File: src/rtl/tmd_pkg.sv
package tmd_pkg;

    typedef enum logic [1:0] {
        MODE_BASE    = 2'd0,
        MODE_SWALLOW = 2'd1,
        MODE_WIDE    = 2'd2
    } tmd_mode_e;

    function automatic tmd_mode_e pick_mode(input logic std_pin, input logic wide_pin);
        if (wide_pin)     return MODE_WIDE;
        else if (std_pin) return MODE_BASE;
        else              return MODE_SWALLOW;
    endfunction

endpackage

File: src/rtl/tmd_front_stage.sv
module tmd_front_stage #(
    parameter int FRONT_BASE = 4,
    parameter int FW         = 3
) (
    input  logic          clk,
    input  logic          rst,
    input  logic          extend,
    output logic [FW-1:0] fc_q,
    output logic [FW-1:0] front_last,
    output logic          carry
);
    typedef struct packed {
        logic [FW-1:0] cnt;
    } front_st_t;

    front_st_t st_d, st_q;

    always_comb begin
        front_last = extend ? FW'(FRONT_BASE) : FW'(FRONT_BASE - 1);
        carry      = (st_q.cnt == front_last);
        st_d       = st_q;
        if (rst || carry) st_d.cnt = '0;
        else              st_d.cnt = st_q.cnt + 1'b1;
    end

    always_ff @(posedge clk) st_q <= st_d;

    assign fc_q = st_q.cnt;

    // the fifth edge of a step only ever happens while extended
    assert_front_extend_R4: assert property (@(posedge clk) disable iff (rst)
        (fc_q == FW'(FRONT_BASE)) |-> extend);
    assert_front_range_R4: assert property (@(posedge clk) disable iff (rst)
        fc_q <= FW'(FRONT_BASE));
endmodule

File: src/rtl/tmd_count_stage.sv
module tmd_count_stage #(
    parameter int SW = 5
) (
    input  logic          clk,
    input  logic          rst,
    input  logic          advance,
    input  logic [SW-1:0] term_m1,
    output logic [SW-1:0] sc_q,
    output logic          last
);
    typedef struct packed {
        logic [SW-1:0] cnt;
    } sec_st_t;

    sec_st_t st_d, st_q;

    always_comb begin
        last = (st_q.cnt == term_m1);
        st_d = st_q;
        if (rst)                 st_d.cnt = '0;
        else if (advance && last) st_d.cnt = '0;
        else if (advance)         st_d.cnt = st_q.cnt + 1'b1;
    end

    always_ff @(posedge clk) st_q <= st_d;

    assign sc_q = st_q.cnt;

    // secondary counter moves only on a front-stage step
    assert_sec_hold_R4: assert property (@(posedge clk) disable iff (rst)
        !advance |=> $stable(sc_q));
    assert_sec_range_R4: assert property (@(posedge clk) disable iff (rst)
        sc_q <= term_m1);
endmodule

File: src/rtl/tmd_mode_reg.sv
module tmd_mode_reg
    import tmd_pkg::*;
(
    input  logic      clk,
    input  logic      rst,
    input  logic      wrap,
    input  logic      sel_std,
    input  logic      sel_wide,
    output tmd_mode_e mode_q
);
    typedef struct packed {
        tmd_mode_e mode;
    } mode_st_t;

    mode_st_t st_d, st_q;

    always_comb begin
        st_d = st_q;
        if (rst || wrap) st_d.mode = pick_mode(sel_std, sel_wide);
    end

    always_ff @(posedge clk) st_q <= st_d;

    assign mode_q = st_q.mode;

    // the latched mode only changes on a period boundary
    assert_mode_hold_R6: assert property (@(posedge clk) disable iff (rst)
        !wrap |=> $stable(mode_q));
endmodule

File: src/rtl/tmd_edge_shaper.sv
module tmd_edge_shaper #(
    parameter int FRONT_BASE = 4,
    parameter int FW         = 3,
    parameter int SW         = 5,
    parameter int RISE_COUNT = 32
) (
    input  logic          clk,
    input  logic          rst,
    input  logic [FW-1:0] fc_q,
    input  logic [SW-1:0] sc_q,
    input  logic [FW-1:0] front_last,
    input  logic [SW-1:0] term_m1,
    output logic          out_q,
    output logic          outn_q
);
    // count k (1-based) sits at secondary step (k-1)/base, front index (k-1)%base;
    // RISE_COUNT-1 must not be a multiple of FRONT_BASE
    localparam int RISE_SEC   = (RISE_COUNT - 1) / FRONT_BASE;
    localparam int RISE_FRONT = (RISE_COUNT - 1) % FRONT_BASE;

    typedef struct packed {
        logic pos;
        logic neg;
    } wave_st_t;

    wave_st_t st_d, st_q;
    logic     pre_rise, pre_fall, at_final, at_rise;

    always_comb begin
        pre_rise = (sc_q == SW'(RISE_SEC)) && (fc_q == FW'(RISE_FRONT - 1));
        pre_fall = (sc_q == term_m1) && (fc_q == FW'(front_last - FW'(1)));
        at_final = (sc_q == term_m1) && (fc_q == front_last);
        at_rise  = (sc_q == SW'(RISE_SEC)) && (fc_q == FW'(RISE_FRONT));
        st_d = st_q;
        if (rst) begin
            st_d.pos = 1'b1;
            st_d.neg = 1'b0;
        end else if (pre_fall) begin
            st_d.pos = 1'b0;
            st_d.neg = 1'b1;
        end else if (pre_rise) begin
            st_d.pos = 1'b1;
            st_d.neg = 1'b0;
        end
    end

    always_ff @(posedge clk) st_q <= st_d;

    assign out_q  = st_q.pos;
    assign outn_q = st_q.neg;

    // edges land on the final count and on the rise count
    assert_fall_final_R5: assert property (@(posedge clk) disable iff (rst)
        $fell(out_q) |-> at_final);
    assert_rise_pos_R5: assert property (@(posedge clk) disable iff (rst)
        $rose(out_q) |-> at_rise);
    // both halves of the pair always disagree
    assert_pair_inverse_R7: assert property (@(posedge clk) disable iff (rst)
        outn_q == !out_q);
endmodule

File: src/rtl/tri_modulus_divider.sv
module tri_modulus_divider
    import tmd_pkg::*;
#(
    parameter int FRONT_BASE    = 4,
    parameter int SW            = 5,
    parameter int SEC_TERM_STD  = 16,
    parameter int SEC_TERM_WIDE = 18,
    parameter int RISE_COUNT    = 32
) (
    input  logic clk,
    input  logic rst,
    input  logic sel_std,
    input  logic sel_wide,
    output logic div_out,
    output logic div_out_n
);
    localparam int FW = $clog2(FRONT_BASE + 1);

    tmd_mode_e      mode_q;
    logic [FW-1:0]  fc_q;
    logic [FW-1:0]  front_last;
    logic [SW-1:0]  sc_q;
    logic [SW-1:0]  term_m1;
    logic           carry, sec_last, extend, wrap;

    always_comb begin
        term_m1 = (mode_q == MODE_WIDE) ? SW'(SEC_TERM_WIDE - 1) : SW'(SEC_TERM_STD - 1);
        extend  = (mode_q == MODE_SWALLOW) && sec_last;
        wrap    = carry && sec_last;
    end

    tmd_mode_reg mode_i (
        .clk      (clk),
        .rst      (rst),
        .wrap     (wrap),
        .sel_std  (sel_std),
        .sel_wide (sel_wide),
        .mode_q   (mode_q)
    );

    tmd_front_stage #(.FRONT_BASE(FRONT_BASE), .FW(FW)) front_i (
        .clk        (clk),
        .rst        (rst),
        .extend     (extend),
        .fc_q       (fc_q),
        .front_last (front_last),
        .carry      (carry)
    );

    tmd_count_stage #(.SW(SW)) sec_i (
        .clk     (clk),
        .rst     (rst),
        .advance (carry),
        .term_m1 (term_m1),
        .sc_q    (sc_q),
        .last    (sec_last)
    );

    tmd_edge_shaper #(
        .FRONT_BASE (FRONT_BASE),
        .FW         (FW),
        .SW         (SW),
        .RISE_COUNT (RISE_COUNT)
    ) shape_i (
        .clk        (clk),
        .rst        (rst),
        .fc_q       (fc_q),
        .sc_q       (sc_q),
        .front_last (front_last),
        .term_m1    (term_m1),
        .out_q      (div_out),
        .outn_q     (div_out_n)
    );

    // one cycle after reset the output is high at count 1
    assert_reset_state_R8: assert property (@(posedge clk)
        rst |=> (div_out && !div_out_n && fc_q == '0 && sc_q == '0));
endmodule

File: config.mk
export PLATFORM = sky130hd
export DESIGN_NAME = tri_modulus_divider
export DESIGN_NICKNAME = d
export VERILOG_FILES = /design/src/rtl/tmd_pkg.sv /design/src/rtl/tmd_front_stage.sv /design/src/rtl/tmd_count_stage.sv /design/src/rtl/tmd_mode_reg.sv /design/src/rtl/tmd_edge_shaper.sv /design/src/rtl/tri_modulus_divider.sv
export SDC_FILE = /design/constraint.sdc
export NUM_CORES = 1
export LEC_CHECK = 0
export CORE_AREA = 2 2 39 41
export DETAILED_ROUTE_END_ITERATION = 16
export DIE_AREA = 0 0 41 43
export PLACE_DENSITY = 0.77
export SETUP_SLACK_MARGIN = 0.15
export SYNTH_ARGS = -nofsm -noshare
export SYNTH_HDL_FRONTEND = slang
export SYNTH_SLANG_ARGS = --single-unit
File: constraint.sdc
create_clock -name clk -period 3.4 [get_ports clk]
set_input_delay 1.02 -clock clk [delete_from_list [all_inputs] [get_ports clk]]
set_output_delay 1.02 -clock clk [all_outputs]
set_load 0.005 [all_outputs]
Yosys cells after proc, flatten, opt, wreduce, memory -nomap -nowiden
Index checks and enable logic that the tools add are counted.
{"block": "word_totals", "mem_bits_ro": 0, "latchBits": 0, "ram_bits": 0, "regBits": 12, "n_memories": 0}
{"block": "classes", "n_lt_le_gt_ge": 0, "reduce_logical": 8, "mul": 0, "n_shift": 0, "n_div": 0, "bitwise": 0, "muxes": 5, "n_eq_ne": 7, "add_sub_neg": 3}
{"operator": "3-bit equality test", "n": 2}
{"operator": "5-bit by 1-bit adder with 5-bit output (second input constant)", "n": 1}
{"operator": "5-bit by 3-bit equality test with 1-bit output (second input constant)", "n": 1}
{"operator": "5-bit equality test", "n": 1}
{"operator": "5-bit 2-to-1 mux", "n": 1}
{"operator": "1-bit logical AND", "n": 4}
{"operator": "2-bit 2-to-1 mux", "n": 2}
{"operator": "3-bit by 1-bit adder with 3-bit output (second input constant)", "n": 1}
{"operator": "3-bit by 2-bit equality test with 1-bit output (second input constant)", "n": 1}
{"operator": "3-bit 2-to-1 mux", "n": 1}
{"operator": "3-bit by 1-bit subtractor with 3-bit output (second input constant)", "n": 1}
{"operator": "2-bit by 1-bit equality test with 1-bit output (second input constant)", "n": 1}
{"operator": "2-bit equality test (second input constant)", "n": 1}
{"operator": "1-bit logical OR", "n": 2}
{"operator": "2-bit nonzero test", "n": 1}
{"operator": "2-bit OR reduction", "n": 1}
{"operator": "1-bit 2-to-1 mux", "n": 1}

Longest topological paths before layout
Gate-level depths: netlist (run 1).
{"block": "depth", "ltp_word": 9, "ltp_mapped": 5, "mapped_depth_nobuf": 5}

Hierarchy
A second synthesis (run 1) with hierarchy kept.
{"block": "hier_totals", "hier_cells": 87, "area_unflattened_um2": 820.8}
{"mod": "tmd_count_stage", "seq_area_each_um2": 100.1, "area_each_um2": 337.8, "instances": 1, "cells_per_inst": 39}
{"mod": "tmd_edge_shaper", "seq_area_each_um2": 40.0, "area_each_um2": 211.5, "instances": 1, "cells_per_inst": 22}
{"mod": "tmd_front_stage", "seq_area_each_um2": 60.1, "area_each_um2": 170.2, "instances": 1, "cells_per_inst": 17}
{"mod": "tmd_mode_reg", "seq_area_each_um2": 60.1, "area_each_um2": 70.1, "instances": 1, "cells_per_inst": 4}
{"mod": "tri_modulus_divider", "seq_area_each_um2": 0.0, "area_each_um2": 31.3, "instances": 1, "cells_per_inst": 5}

Least setup slack after synthesis (run 1)
OpenSTA, ideal clock, no wires.
{"block": "synth_path", "path_kind": "input port to flip-flop", "start": "input port rst", "end": "register mode_i.st_q, in the netlist mode_i.mode_q[0], enable pin", "setup_ns": 0.309, "cell_stages": 3, "path_slack_ns": 1.567, "t_required_ns": 3.091, "n_path_buf": 1, "arrival_time_ns": 1.524, "path_cell_list": "clkbuf_1 > nor3_1 > nor2_1"}
{"block": "synth_via", "elab_chain_cells": 1}
{"element": "start: declaration", "line_no": "tri_modulus_divider.sv:11", "rtl": "input logic rst,"}
{"element": "1-bit logical OR", "line_no": "tmd_mode_reg.sv:19", "rtl": "if (rst || wrap) st_d.mode = pick_mode(sel_std, sel_wide);"}
{"element": "end signal: assignment", "line_no": "tmd_mode_reg.sv:22", "rtl": "always_ff @(posedge clk) st_q <= st_d;"}
{"element": "end: declaration", "line_no": "tmd_mode_reg.sv:15", "rtl": "mode_st_t st_d, st_q;"}
No other way between the ends.
A chain may end at the register's enable or synchronous reset.

Worst setup path after layout (run 1)
{"block": "layout_path", "start": "input port rst", "end": "register sec_i.st_q, in the netlist sec_i.sc_q[2]"}
{"block": "layout_via", "elab_chain_cells": 1}
{"element": "2-bit OR reduction (no line)"}
{"element": "end signal: assignment", "line_no": "tmd_count_stage.sv:25", "rtl": "always_ff @(posedge clk) st_q <= st_d;"}
{"element": "end: declaration", "line_no": "tmd_count_stage.sv:15", "rtl": "sec_st_t st_d, st_q;"}
No other way between the ends.

==> impl_metrics.tcl, run 1 <==
set metrics [dict create \
    clkLatencyLatePin_ns 0.27 \
    fillers 131 \
    dpl.hpwl_um 1025 \
    status "completed" \
    placed_cell_area_um2 711.9 \
    final_area_um2 734.5 \
    hold_violations 0 \
    final_nets 82 \
    cp.arrival_ns 2.60 \
    required_ns 3.61 \
    cap_violations 0 \
    synth-simple-area-share_pct 31.42 \
    reg2reg_slack_ns 1.62 \
    syn_avg_cell_area_um2 9.748 \
    gp_congestion 0.8615 \
    synth_seq_area_share_pct 39.85 \
    drv_slew 0 \
    r2r_start "mode_i.mode_q[1]" \
    drc 0 \
    path_max_fanout 13 \
    grt_usage_pct 19.86 \
    die_area_um2 1763 \
    met1_length_um 599 \
    drive_gt1_share_pct 8.219 \
    fin_skew_ns 0.003329 \
    ys_ff_latch 12 \
    slew_headroom_pct 63.50 \
    numCtsBuffers 3 \
    grt_pass1_vias 525 \
    startpoint_type "input port" \
    tightest_slew_ns 0.5434 \
    netlist_instances 67 \
    period_share_pct 70.06 \
    syn_area_um2 653.1 \
    wl_met2_um 674 \
    vdd_ir_drop_max_mv 0.2604 \
    cts_setup_buffers 0 \
    cts_tree "yes" \
    fmax_mhz 419.8 \
    ant_nets 0 \
    n_antenna_cell 0 \
    leakage_nw 0.2702 \
    synth_top_family_by_area "simple AND/OR/NAND/NOR gates" \
    tns_ns 0 \
    syn_to_final_growth_pct 12.45 \
    r2r-end "mode_i.mode_q[0]" \
    grt_overflow 0 \
    drt-initial-drc-count 12 \
    synth_xor_area_share_pct 2.682 \
    cts.sink_count 12 \
    postCtsHoldBufs 0 \
    cts-resized-gates 0 \
    vias_per_cell 6.315 \
    die_x_um 41 \
    min_path_cells 2 \
    port_buffers 5 \
    grt_pass1_wl_um 2311 \
    yosys_warnings 0 \
    synth.distinct_cells 34 \
    cp-end-kind "register" \
    grt_max_degree 14 \
    routed_wl_um 1415 \
    post_drt_wl_per_cell_um 15.90 \
    period_minus_slack_ns 2.382 \
    top_layer_used "met4" \
    die_h_um 43 \
    worst-setup-path-type "in2reg" \
    rsz0062_at_grt "false" \
    power.density_nw_per_um2 376.6 \
    antenna_found_initial 0 \
    hold_end "shape_i.outn_q" \
    rr_worst_depth 4 \
    cts_max_path_buffers 2 \
    setup_viol 0 \
    num_vias 562 \
    rows 14 \
    cts_root_buffer "clkbuf_4" \
    synth_mux_area_share_pct 0 \
    start_util_pct 47.20 \
    h-tree-depth 1 \
    synth_adder_area_share_pct 5.747 \
    holdCritStartpoint "shape_i.outn_q" \
    coreArea_um2 1384 \
    ios 6 \
    path_clk_slew_ns 0.07 \
    hold_class "reg2reg" \
    syn_nets 74 \
    dr.pass1.iters 4 \
    synth_compound_area_share_pct 16.86 \
    wl_met3_um 93 \
]
## power breakdown
| part | total (mW) | switching (mW) | leakage (nW) | internal (mW) |
|---|---|---|---|---|
| Combinational | 0.0288 | 0.0143 | 0.156 | 0.0145 |
| Clock | 0.0878 | 0.0467 | 0.0138 | 0.0411 |
| Sequential | 0.160 | 0.00900 | 0.100 | 0.151 |
| Total | 0.277 | 0.0700 | 0.270 | 0.207 |
## per-layer routing
metal	track usage, %	vias to the layer above
met5	0	-
met4	11.33	0
li1	-	272
met2	29.69	23
met3	4.712	8
met1	24.83	259
## worst max-delay path: stages
cell             delay, ns
clkdlybuf4s50_1       0.65
or4b_1                0.59
nor3_1                0.17
a221o_1               0.16
## through the flow
step	std cells	util [%]	setup WS, ns	hold slack, ns	power (mW)
2_1_floorplan	67	-	1.567	0.4589	0.1814
5_1_grt	89	53.07	0.9396	0.5305	0.2875
4_1_cts	89	53.07	1.043	0.5150	0.2759
3_5_place_dp	86	51.45	0.7643	0.5047	0.1918
6_report	89	53.07	1.018	0.5044	0.2766
3_3_place_gp	86	51.45	0.8673	0.4683	0.1904
## how the worst max path moves through the flow
stage                     from          endpoint  slack (ns)  cells past startpoint
after floorplan            rst  mode_i.mode_q[0]        1.57                      3
after global placement     rst     sec_i.sc_q[2]        0.87                      4
after detailed placement   rst     sec_i.sc_q[2]        0.76                      4
after CTS                  rst     sec_i.sc_q[2]        1.04                      4
after global routing       rst     sec_i.sc_q[2]        0.94                      4
final                      rst     sec_i.sc_q[2]        1.02                      4
## placed cells by master (no fill, tap or decap), types with 3 or more instances in the layout
cell type | synthesis | layout
clkbuf_4 | 0 | 3
clkdlybuf4s50_1 | 0 | 5
dfxtp_1 | 10 | 10
nand2_1 | 3 | 3
nor2b_1 | 5 | 5
nor4_1 | 4 | 4
inv_1 | 3 | 3
nor2_1 | 3 | 3
ha_1 | 3 | 3
nor3_1 | 5 | 5
## sequential cells by signal (all words and copies together), names as in the netlist
| name | flops |
|---|---|
| mode_i.mode_q | 2 |
| front_i.fc_q | 3 |
| shape_i.outn_q | 1 |
| shape_i.out_q | 1 |
| sec_i.sc_q | 5 |
## synthesized netlist by cell type
library cell,count,share of area (%)
nor3_1,5,3.8
a21o_1,1,1.1
and3_1,2,1.9
a32o_1,1,1.5
nand3b_1,1,1.1
nand3_1,1,0.77
o21a_1,1,1.1
a211o_1,1,1.3
o2111ai_1,1,1.3
and4b_1,1,1.5
o41ai_1,2,2.7
a221o_1,1,1.5
dfxtp_1,10,31
xnor2_1,2,2.7
nor4_1,4,3.8
a21oi_2,1,1.3
nor3b_1,2,2.3
nor3_2,1,1.5
nor2_1,3,1.7
a311oi_1,1,1.3
buf_4,1,1.1
clkbuf_1,1,0.57
nor2b_1,5,4.8
nand2b_1,1,0.96
and4_1,1,1.3
a22o_1,1,1.3
inv_1,3,1.7
nand2_1,3,1.7
a21oi_1,1,0.77
and4bb_4,1,2.5
or4b_1,1,1.5
o32ai_1,1,1.3
ha_1,3,5.7
edfxtp_1,2,9.2
## area by class of cell
cell class              instances  area, µm²  area share [%]
well taps                      16      20.02           2.726
flip-flops and latches         12      260.3           35.43
inverters                       3      11.26           1.533
multi-input cells              50      370.4           50.43
clock buffers                   3      22.52           3.066
repair buffers                  5      50.05           6.814
## cells by family (layout without fill, tap and decap cells)
logic type	after synthesis	after routing
AND/OR/NAND/NOR	32	32
adder cells (fa/ha/maj)	3	3
AO/OA/AOI/OAI	13	13
XOR/XNOR	2	2
flip-flops	12	12
buffers and inverters	5	11
No activity file was read; power rests on OpenSTA's default activity.
==> run 2, diff against run 1 <==
clock period = 2.4 ns   (was 3.4 ns; I/O delays follow)
==> run 2 against run 1 <==
Net effect: non-clock buffer count is 1 higher; via count is 2.1% lower; sequential share of layout area down 0.54 points; clock power up 47%; largest power group unchanged; highest routed layer unchanged.
==> impl_metrics.tcl, run 2 (synthesized netlist as in run 1, its figures left out) <==
set metrics [dict create \
    cap_violations 0 \
    period_minus_slack_ns 1.826 \
    hold_violations 0 \
    n_antenna_cell 0 \
    grt_overflow 0 \
    cts_max_path_buffers 2 \
    clkLatencyLatePin_ns 0.27 \
    grt_max_degree 10 \
    die_area_um2 1763 \
    path_cells "clkdlybuf4s50_1, or4b_1, nor3_1, a221o_1" \
    holdCritStartpoint "shape_i.outn_q" \
    tns_ns 0 \
    cts-resized-gates 0 \
    die_x_um 41 \
    ant_nets 0 \
    post-route-util_pct 53.89 \
    required_ns 2.62 \
    r2r-end "mode_i.mode_q[1]" \
    leakage_nw 0.2766 \
    hold_ws_ns 0.4697 \
    final_cell_mix "dfxtp_1, nor2b_1, nor3_1, clkdlybuf4s50_1, nor4_1" \
    die_h_um 43 \
    cpPeakStageDelay_ns 0.54 \
    rr_worst_depth 4 \
    grt_usage_pct 18.74 \
    post-place-cells 87 \
    drt-initial-drc-count 8 \
    numCtsBuffers 3 \
    reg2reg_slack_ns 0.65 \
    h-tree-depth 1 \
    cp-end-kind "register" \
    setup_viol 0 \
    largest_reg_flops 5 \
    grt_pass1_vias 515 \
    finalPower_uw 397.0 \
    drive_gt1_share_pct 9.333 \
    rsz0062_at_grt "false" \
    grt_pass1_wl_um 2221 \
    top_register "sec_i.sc_q" \
    path_max_fanout 7 \
    syn_to_final_growth_pct 14.18 \
    layoutNonFillerInstCount 91 \
    antenna_found_initial 0 \
    cp.arrival_ns 2.05 \
    gp_congestion 0.8118 \
    cts_root_buffer "clkbuf_4" \
    port_buffers 5 \
    post_drt_wl_per_cell_um 13.67 \
    cts_setup_buffers 0 \
    slew_headroom_pct 63.50 \
    num_vias 550 \
    cp_slowest_cell "or4b_1" \
    cts.sink_count 12 \
    vias_per_cell 6.044 \
    dr.pass1.iters 2 \
    path_clk_slew_ns 0.08 \
    fin_skew_ns 0.006428 \
    ios 6 \
    coreArea_um2 1384 \
    r2r_start "mode_i.mode_q[1]" \
    tightest_slew_ns 0.5433 \
    routed_wl_um 1244 \
    power.density_nw_per_um2 532.4 \
    rows 14 \
    final_common_cell "dfxtp_1" \
    path_buf_inv 1 \
    postCtsHoldBufs 0 \
    hold_class "reg2reg" \
    period_share_pct 76.08 \
    drc 0 \
    worst-setup-path-type "in2reg" \
    dpl.hpwl_um 946.1 \
    fmax_mhz 547.7 \
    final_nets 83 \
    cts_tree "yes" \
    hold_end "shape_i.outn_q" \
    vdd_ir_drop_max_mv 0.2980 \
    critical_path.top_delay_family "simple AND/OR/NAND/NOR gates" \
    status "completed" \
    drv_slew 0 \
    min_path_cells 2 \
    start_util_pct 47.20 \
    startpoint_type "input port" \
]
==> run 2: cell count changes in the layout (fill, tap and decap cells not counted) <==
cell      delta
buf_4        +1
clkinv_1     +1
==> run 2: how the worst max path moves through the flow <==
stage                                start               end  cells past startpoint
after global routing                   rst     sec_i.sc_q[2]                      4
after global placement                 rst     sec_i.sc_q[2]                      4
after detailed placement               rst     sec_i.sc_q[2]                      4
final                                  rst     sec_i.sc_q[2]                      4
after CTS                    shape_i.out_q           div_out                      1
after floorplan           mode_i.mode_q[1]  mode_i.mode_q[0]                      5
==> run 2: tightest hold or removal path: stages (launching register included) <==
cell	delay, ns
dfxtp_1	0.31
o41ai_1	0.06
a21oi_1	0.06
==> run 2: final cells by class <==
cell class / count / area, µm²
clock inverter: 1 / 3.754
fill: 131 / 638.1
inverter: 3 / 11.26
multi-input combinational: 50 / 370.4
tap: 16 / 20.02
timing repair buffer: 6 / 57.56
clock buffer: 3 / 22.52
sequential: 12 / 260.3
==> run 2: where the power goes <==
group	switching (mW)	internal, mW	total (mW)
Combinational	0.0195	0.0215	0.0410
Sequential	0.0131	0.214	0.227
Clock	0.0687	0.0602	0.129
Total	0.101	0.296	0.397
==> run 2: stage by stage <==
| step | setup slack (ns) | area (µm²) |
|---|---|---|
| finish | 0.5742 | 745.7 |
| global route | 0.4621 | 745.7 |
| CTS | 0.5697 | 745.7 |
| detailed placement | 0.3185 | 719.4 |
| global placement | 0.3361 | 719.4 |
| floorplan | 0.8616 | 653.1 |
==> run 2: layer usage <==
layer  share of wire, %  up-vias  global-route usage, %
met5                  0        -                      0
met4                2.3        0                  12.00
met2                 50        3                  27.19
li1                   -      278                      -
met1                 46      265                  24.58
met3                1.2        4                  3.141
